File: src/rtl/fpc_pkg.sv
package fpc_pkg;

  localparam int FL_AW     = 18;
  localparam int FL_DW     = 8;
  localparam int SECT_LSB  = 12;
  localparam int DPOLL_BIT = FL_DW - 1;
  localparam int TOG_BIT   = FL_DW - 2;

  typedef enum logic [2:0] {
    ST_IDLE = 3'd0,
    ST_WSET = 3'd1,
    ST_WSTB = 3'd2,
    ST_WHLD = 3'd3,
    ST_RACC = 3'd4,
    ST_RGAP = 3'd5
  } fpc_state_e;

  typedef struct packed {
    logic [FL_AW-1:0] addr;
    logic [FL_DW-1:0] data;
  } bus_word_t;

  // op[1] selects erase; op[0] then selects whole-array over sector
  function automatic logic [2:0] seq_last(input logic [1:0] op);
    return op[1] ? 3'd5 : 3'd3;
  endfunction

  function automatic logic [FL_AW-1:0] sector_base(input logic [FL_AW-1:0] a);
    return {a[FL_AW-1:SECT_LSB], {SECT_LSB{1'b0}}};
  endfunction

  function automatic bus_word_t seq_word(input logic [1:0] op, input logic [2:0] idx,
                                         input logic [FL_AW-1:0] a,
                                         input logic [FL_DW-1:0] d);
    bus_word_t w;
    w.addr = FL_AW'(18'h05555);
    w.data = FL_DW'(8'hAA);
    case (idx)
      3'd1, 3'd4: begin
        w.addr = FL_AW'(18'h02AAA);
        w.data = FL_DW'(8'h55);
      end
      3'd2: w.data = op[1] ? FL_DW'(8'h80) : FL_DW'(8'hA0);
      3'd3: if (!op[1]) begin
        w.addr = a;
        w.data = d;
      end
      3'd5: begin
        if (!op[0]) w.addr = sector_base(a);
        w.data = op[0] ? FL_DW'(8'h10) : FL_DW'(8'h30);
      end
      default: ;
    endcase
    return w;
  endfunction

  function automatic logic poll_bit7_ok(input logic [1:0] op, input logic rd7,
                                        input logic wr7);
    return op[1] ? rd7 : (rd7 == wr7);
  endfunction

endpackage

File: src/rtl/fpc_phase_timer.sv
module fpc_phase_timer #(
  parameter int PHASE_CLKS = 2
) (
  input  logic clk,
  input  logic rst_n,
  input  logic run,
  output logic phase_end
);
  localparam int CW = (PHASE_CLKS > 1) ? $clog2(PHASE_CLKS) : 1;

  logic [CW-1:0] cnt_q;

  assign phase_end = run && (cnt_q == CW'(PHASE_CLKS - 1));

  always_ff @(posedge clk or negedge rst_n) begin
    if (!rst_n)                 cnt_q <= '0;
    else if (!run || phase_end) cnt_q <= '0;
    else                        cnt_q <= cnt_q + CW'(1);
  end
endmodule

File: src/rtl/fpc_cmd_gen.sv
module fpc_cmd_gen
  import fpc_pkg::*;
(
  input  logic [1:0]       op,
  input  logic [2:0]       idx,
  input  logic [FL_AW-1:0] addr,
  input  logic [FL_DW-1:0] data,
  output bus_word_t        cur_word,
  output logic [FL_AW-1:0] poll_addr,
  output logic             is_last
);
  bus_word_t last_word;

  assign cur_word  = seq_word(op, idx, addr, data);
  assign last_word = seq_word(op, seq_last(op), addr, data);
  assign poll_addr = last_word.addr;
  assign is_last   = (idx == seq_last(op));
endmodule

File: src/rtl/fpc_poll_judge.sv
module fpc_poll_judge
  import fpc_pkg::*;
#(
  parameter int TIMEOUT_READS = 4096,
  parameter int CONFIRM_EXTRA = 2
) (
  input  logic             clk,
  input  logic             rst_n,
  input  logic             clear,
  input  logic             sample,
  input  logic             toggle,
  input  logic [1:0]       op,
  input  logic             wr_msb,
  input  logic [FL_DW-1:0] rd_data,
  output logic             pass_now,
  output logic             complete,
  output logic             expired
);
  localparam int NW = $clog2(TIMEOUT_READS + 1);

  logic          prev_tog_q;
  logic          have_prev_q;
  logic [NW-1:0] nreads_q;

  always_comb begin
    if (toggle) pass_now = have_prev_q && (rd_data[TOG_BIT] == prev_tog_q);
    else        pass_now = poll_bit7_ok(op, rd_data[DPOLL_BIT], wr_msb);
  end

  assign expired = sample && !complete && (nreads_q == NW'(TIMEOUT_READS - 1));

  always_ff @(posedge clk or negedge rst_n) begin
    if (!rst_n) begin
      prev_tog_q  <= 1'b0;
      have_prev_q <= 1'b0;
      nreads_q    <= '0;
    end else if (clear) begin
      have_prev_q <= 1'b0;
      nreads_q    <= '0;
    end else if (sample) begin
      prev_tog_q  <= rd_data[TOG_BIT];
      have_prev_q <= 1'b1;
      nreads_q    <= nreads_q + NW'(1);
    end
  end

  generate
    if (CONFIRM_EXTRA == 0) begin : g_noconf
      assign complete = sample && pass_now;
    end else begin : g_conf
      localparam int CFW = $clog2(CONFIRM_EXTRA + 2);
      logic [CFW-1:0] conf_q;
      assign complete = sample && pass_now && (conf_q == CFW'(CONFIRM_EXTRA));
      always_ff @(posedge clk or negedge rst_n) begin
        if (!rst_n)      conf_q <= '0;
        else if (clear)  conf_q <= '0;
        else if (sample) conf_q <= pass_now ? conf_q + CFW'(1) : '0;
      end
    end
  endgenerate
endmodule

File: src/rtl/flash_wp_ctrl.sv
module flash_wp_ctrl
  import fpc_pkg::*;
#(
  parameter int PHASE_CLKS    = 2,
  parameter int TIMEOUT_READS = 4096,
  parameter int CONFIRM_EXTRA = 2
) (
  input  logic             clk,
  input  logic             rst_n,
  input  logic             req_valid,
  output logic             req_ready,
  input  logic [1:0]       req_op,
  input  logic             req_toggle,
  input  logic [FL_AW-1:0] req_addr,
  input  logic [FL_DW-1:0] req_data,
  output logic             done_pulse,
  output logic             err_pulse,
  output logic             fl_ce_n,
  output logic             fl_we_n,
  output logic             fl_oe_n,
  output logic [FL_AW-1:0] fl_addr,
  output logic [FL_DW-1:0] fl_dq_out,
  output logic             fl_dq_oe,
  input  logic [FL_DW-1:0] fl_dq_in
);
  fpc_state_e       st_q;
  logic [1:0]       op_q;
  logic             tog_q;
  logic [FL_AW-1:0] addr_q;
  logic [FL_DW-1:0] data_q;
  logic [2:0]       cyc_q;

  // named internal events
  logic             phase_end;
  logic             accept;
  logic             in_write;
  logic             in_read;
  logic             sample_rd;
  logic             last_cycle;
  logic             poll_pass;
  logic             poll_complete;
  logic             poll_expired;
  bus_word_t        cur_word;
  logic [FL_AW-1:0] poll_addr;

  assign accept    = req_ready && req_valid;
  assign in_write  = (st_q == ST_WSET) || (st_q == ST_WSTB) || (st_q == ST_WHLD);
  assign in_read   = (st_q == ST_RACC) || (st_q == ST_RGAP);
  assign sample_rd = (st_q == ST_RACC) && phase_end;

  fpc_phase_timer #(.PHASE_CLKS(PHASE_CLKS)) u_timer (
    .clk       (clk),
    .rst_n     (rst_n),
    .run       (st_q != ST_IDLE),
    .phase_end (phase_end)
  );

  fpc_cmd_gen u_cmd (
    .op        (op_q),
    .idx       (cyc_q),
    .addr      (addr_q),
    .data      (data_q),
    .cur_word  (cur_word),
    .poll_addr (poll_addr),
    .is_last   (last_cycle)
  );

  fpc_poll_judge #(
    .TIMEOUT_READS (TIMEOUT_READS),
    .CONFIRM_EXTRA (CONFIRM_EXTRA)
  ) u_judge (
    .clk      (clk),
    .rst_n    (rst_n),
    .clear    (accept),
    .sample   (sample_rd),
    .toggle   (tog_q),
    .op       (op_q),
    .wr_msb   (data_q[DPOLL_BIT]),
    .rd_data  (fl_dq_in),
    .pass_now (poll_pass),
    .complete (poll_complete),
    .expired  (poll_expired)
  );

  always_ff @(posedge clk or negedge rst_n) begin
    if (!rst_n) begin
      st_q       <= ST_IDLE;
      op_q       <= '0;
      tog_q      <= 1'b0;
      addr_q     <= '0;
      data_q     <= '0;
      cyc_q      <= '0;
      done_pulse <= 1'b0;
      err_pulse  <= 1'b0;
    end else begin
      done_pulse <= 1'b0;
      err_pulse  <= 1'b0;
      case (st_q)
        ST_IDLE: if (req_valid) begin
          op_q   <= req_op;
          tog_q  <= req_toggle;
          addr_q <= req_addr;
          data_q <= req_data;
          cyc_q  <= '0;
          st_q   <= ST_WSET;
        end
        ST_WSET: if (phase_end) st_q <= ST_WSTB;
        ST_WSTB: if (phase_end) st_q <= ST_WHLD;
        ST_WHLD: if (phase_end) begin
          if (last_cycle) st_q <= ST_RACC;
          else begin
            cyc_q <= cyc_q + 3'd1;
            st_q  <= ST_WSET;
          end
        end
        ST_RACC: if (phase_end) begin
          if (poll_complete) begin
            done_pulse <= 1'b1;
            st_q       <= ST_IDLE;
          end else if (poll_expired) begin
            err_pulse <= 1'b1;
            st_q      <= ST_IDLE;
          end else begin
            st_q <= ST_RGAP;
          end
        end
        ST_RGAP: if (phase_end) st_q <= ST_RACC;
        default: st_q <= ST_IDLE;
      endcase
    end
  end

  assign req_ready = (st_q == ST_IDLE);
  assign fl_ce_n   = (st_q == ST_IDLE);
  assign fl_we_n   = (st_q != ST_WSTB);
  assign fl_oe_n   = (st_q != ST_RACC);
  assign fl_dq_oe  = in_write;
  assign fl_dq_out = in_write ? cur_word.data : '0;

  always_comb begin
    if (in_write)     fl_addr = cur_word.addr;
    else if (in_read) fl_addr = poll_addr;
    else              fl_addr = '0;
  end
endmodule

File: config.mk
export PLATFORM = sky130hd
export DESIGN_NAME = flash_wp_ctrl
export DESIGN_NICKNAME = d
export VERILOG_FILES = /design/src/rtl/fpc_pkg.sv /design/src/rtl/fpc_phase_timer.sv /design/src/rtl/fpc_cmd_gen.sv /design/src/rtl/fpc_poll_judge.sv /design/src/rtl/flash_wp_ctrl.sv
export SDC_FILE = /design/constraint.sdc
export NUM_CORES = 1
export LEC_CHECK = 0
export ABC_AREA = 0
export BUFFER_PORTS_ARGS = -buffer_cell sky130_fd_sc_hd__buf_2
export CAP_MARGIN = 20
export CORE_MARGIN = 1
export CORE_UTILIZATION = 58
export CTS_CLUSTER_DIAMETER = 100
export DETAILED_ROUTE_END_ITERATION = 12
export PLACE_DENSITY = 0.86
export SLEW_MARGIN = 20
export SYNTH_ARGS = -nofsm -noshare
export SYNTH_HDL_FRONTEND = slang
export SYNTH_SLANG_ARGS = --single-unit
File: constraint.sdc
create_clock -name clk -period 3.01 [get_ports clk]
set_input_delay 0 -clock clk [delete_from_list [all_inputs] [get_ports clk]]
set_output_delay 0 -clock clk [all_outputs]
set_load 0.02 [all_outputs]
==> flow_summary.json <==
{
  "end_kind": "primary output",
  "io_buffers": 66,
  "wl_per_cell_um": 14.4,
  "synth_fp_nets": 401,
  "worstMarginPinSlew_ns": 0.921,
  "syn_inst": 354,
  "synth_top_cell_area_share": 0.452,
  "hold_class": "in -> reg",
  "clk_path_buf_depth": 2,
  "utilization": 0.781,
  "cts_tree": "yes",
  "synth_edf_count": 0,
  "irDropWorstVdd_mv": 0.653,
  "numCtsBuffers": 5,
  "grt_start_max_net_pins": 42,
  "place.gp.congestion": 0.832,
  "pre_cts_ws_ns": 1.17,
  "skew_ns": 0.0132,
  "grt_pass1_wl_um": 12000,
  "track_usage": 0.285,
  "yosysWarningCount": 0,
  "synth_adder_area_share": 0.0288,
  "drive_gt1_frac": 0.209,
  "synth-xor-area-share": 0.0317,
  "critPathRequiredTime_ns": 3.01,
  "finalWorstSetupSlack_ns": 0.739,
  "worstPathMaxFanout": 15,
  "clkTransAtPathRegs_ns": 0.11,
  "crit_path_start_kind": "flop",
  "async_flop_share": 1.00,
  "ys_types": 55,
  "drv_cap": 0,
  "seq_area_frac_synth": 0.452,
  "cts-root-buf": "clkbuf_8",
  "synth.area.mux_share": 0.0140,
  "finalPower_uw": 3180,
  "initial_core_util": 0.624,
  "setup-tns-final_ns": 0,
  "yosys.area_share.simple": 0.283,
  "slew_headroom": 0.386,
  "leakage_uw": 0.00193,
  "postCtsSetupBuffers": 0,
  "yosys-top-cells-area": "dfrtp_1 (45%), nand2_1 (13%), nor2_1 (3.5%)",
  "fin_area_sq_mm": 0.00381,
  "overflow": 0,
  "setup-violations-final": 0,
  "synth_compound_area_frac": 0.146,
  "ys.flop_type": "dfrtp_1",
  "critPathKind": "reg -> out",
  "core_area_sq_mm": 0.00488,
  "period_minus_slack_ns": 2.27,
  "status": "completed",
  "cts-htree-levels": 2,
  "drtPass1Iterations": 4,
  "antenna_found_initial": 0,
  "period_share": 0.754,
  "drv_slew": 0,
  "hpwl_um": 4670,
  "area_delta_synth_final_pct": 25.2,
  "route.vias.total": 2859,
  "grt_pass1_vias": 2751,
  "synth_commonest_cells": "nand2_1 (105), dfrtp_1 (55), nor2_1 (28), o21ai_0 (17), a21oi_1 (13)",
  "rows": 25,
  "dpl-instance-area_sq_mm": 0.00340,
  "vias_per_cell": 5.57,
  "drc": 0,
  "max_freq_ghz": 0.440,
  "pwr_density_cell_mw_per_mm2": 835,
  "arrival_ns": 2.27,
  "die_h_um": 74.4,
  "detail-route-antenna-nets": 0,
  "wirelength_um": 7370,
  "syn_area_per_cell_sq_um": 8.60,
  "die_w_um": 74.4,
  "rsz0062_at_grt": "false",
  "finalHoldViolCount": 0,
  "antenna_cells": 0,
  "ctsResizeCount": 0,
  "clock_sinks": 55,
  "fill_cells": 325,
  "insertion_delay_ns": 0.32,
  "ys_ff_latch": 55,
  "yosys.area.top_type": "dfrtp_1",
  "drt_iter0_markers": 246,
  "final_nets": 492,
  "yosysMostFrequentCell": "nand2_1",
  "syn_area_sq_mm": 0.00304,
  "synth_top_family_by_area": "simple AND/OR/NAND/NOR gates",
  "io_pins": 73,
  "fp.dieArea_sq_mm": 0.00554
}
## path summary, 6_finish.rpt
path / slack (ns) / from / depth (start not counted) / end
max: 0.74 / cyc_q[2]$_DFFE_PN0P_ / 6 / fl_addr[3]
min: 0.23 / fl_dq_in[7] / 4 / u_judge.g_conf.conf_q[0]$_DFFE_PN0P_
max reg2reg: 1.13 / cyc_q[2]$_DFFE_PN0P_ / 4 / cyc_q[0]$_DFFE_PN0P_
min reg2reg: 0.48 / addr_q[15]$_DFFE_PN0P_ / 2 / addr_q[15]$_DFFE_PN0P_
max in group asynchronous: 1.92 / rst_n / 3 / u_judge.nreads_q[0]$_DFFE_PN0P_
min in group asynchronous: 0.35 / rst_n / 2 / u_timer.cnt_q$_DFF_PN0_
## metal layers
metal / vias to the layer above / global-route usage / share of wire
met5: - / 0 / 0
met4: 0 / 0.147 / 0.024
met3: 17 / 0.0447 / 0.053
met2: 100 / 0.472 / 0.51
met1: 1367 / 0.362 / 0.41
li1: 1375 / - / -
## critical path, cell delays in order (launching register included)
cell      delay [ns]
dfrtp_1         0.55
inv_1           0.12
ha_1            0.38
o211ai_2        0.18
a21oi_2         0.36
a21o_1          0.19
buf_2           0.18
## registers in the layout (all words and copies together), names as in the netlist, 2 cells and up
name	cells
addr_q	18
u_judge.g_conf.conf_q	2
st_q	3
op_q	2
u_judge.nreads_q	13
cyc_q	3
data_q	8
## cell type report
| type | instances | area [sq um] | share of cell area |
|---|---|---|---|
| multi-input cells | 270 | 1530 | 0.402 |
| flip-flops and latches | 55 | 1380 | 0.361 |
| repair buffers | 102 | 678 | 0.178 |
| well taps | 67 | 83.8 | 0.0220 |
| clock buffers | 5 | 68.8 | 0.0181 |
| inverters | 11 | 41.3 | 0.0108 |
| clock inverters | 3 | 31.3 | 0.00821 |
## repair_timing
action | CTS | global route
endpoints found under the hold margin | 70 | 0
hold buffers | 31 | 0
setup endpoints to repair | 0 | 0
## through the flow
stage          hold WS [ns]  instances
2_1_floorplan        -0.296        354
3_3_place_gp          0.184        474
3_5_place_dp          0.190        474
4_1_cts               0.224        513
5_1_grt               0.225        513
6_report              0.232        513
## cell usage in the layout (no fill, tap or decap), types with 3 or more instances in the layout
master and instances:
a21boi_1 3, a21o_1 8, a21oi_1 13, a32oi_1 3, buf_2 66, buf_4 5, clkbuf_8 5, dfrtp_1 55
dlygate4sd3_1 31, ha_1 7, inv_1 9, nand2_1 105, nand2b_1 7, nand3_1 6, nand4_1 4, nor2_1 28
nor2b_1 5, nor3_2 3, nor3b_1 3, nor4_1 4, o21a_1 5, o21ai_0 17, xnor2_1 9
## kinds of logic (layout without fill, tap and decap cells)
logic type | after synthesis | after routing
mux | 4 | 4
compound gates | 67 | 67
fa+ha+maj | 7 | 7
xor+xnor | 11 | 11
buf+inv | 29 | 121
simple gates | 181 | 181
flops | 55 | 55
## report_power, final
group          switching (uW)  internal, uW
combinational             947           575
clock                     268           177
sequential                233           981
No activity file was read; power rests on OpenSTA's default activity.
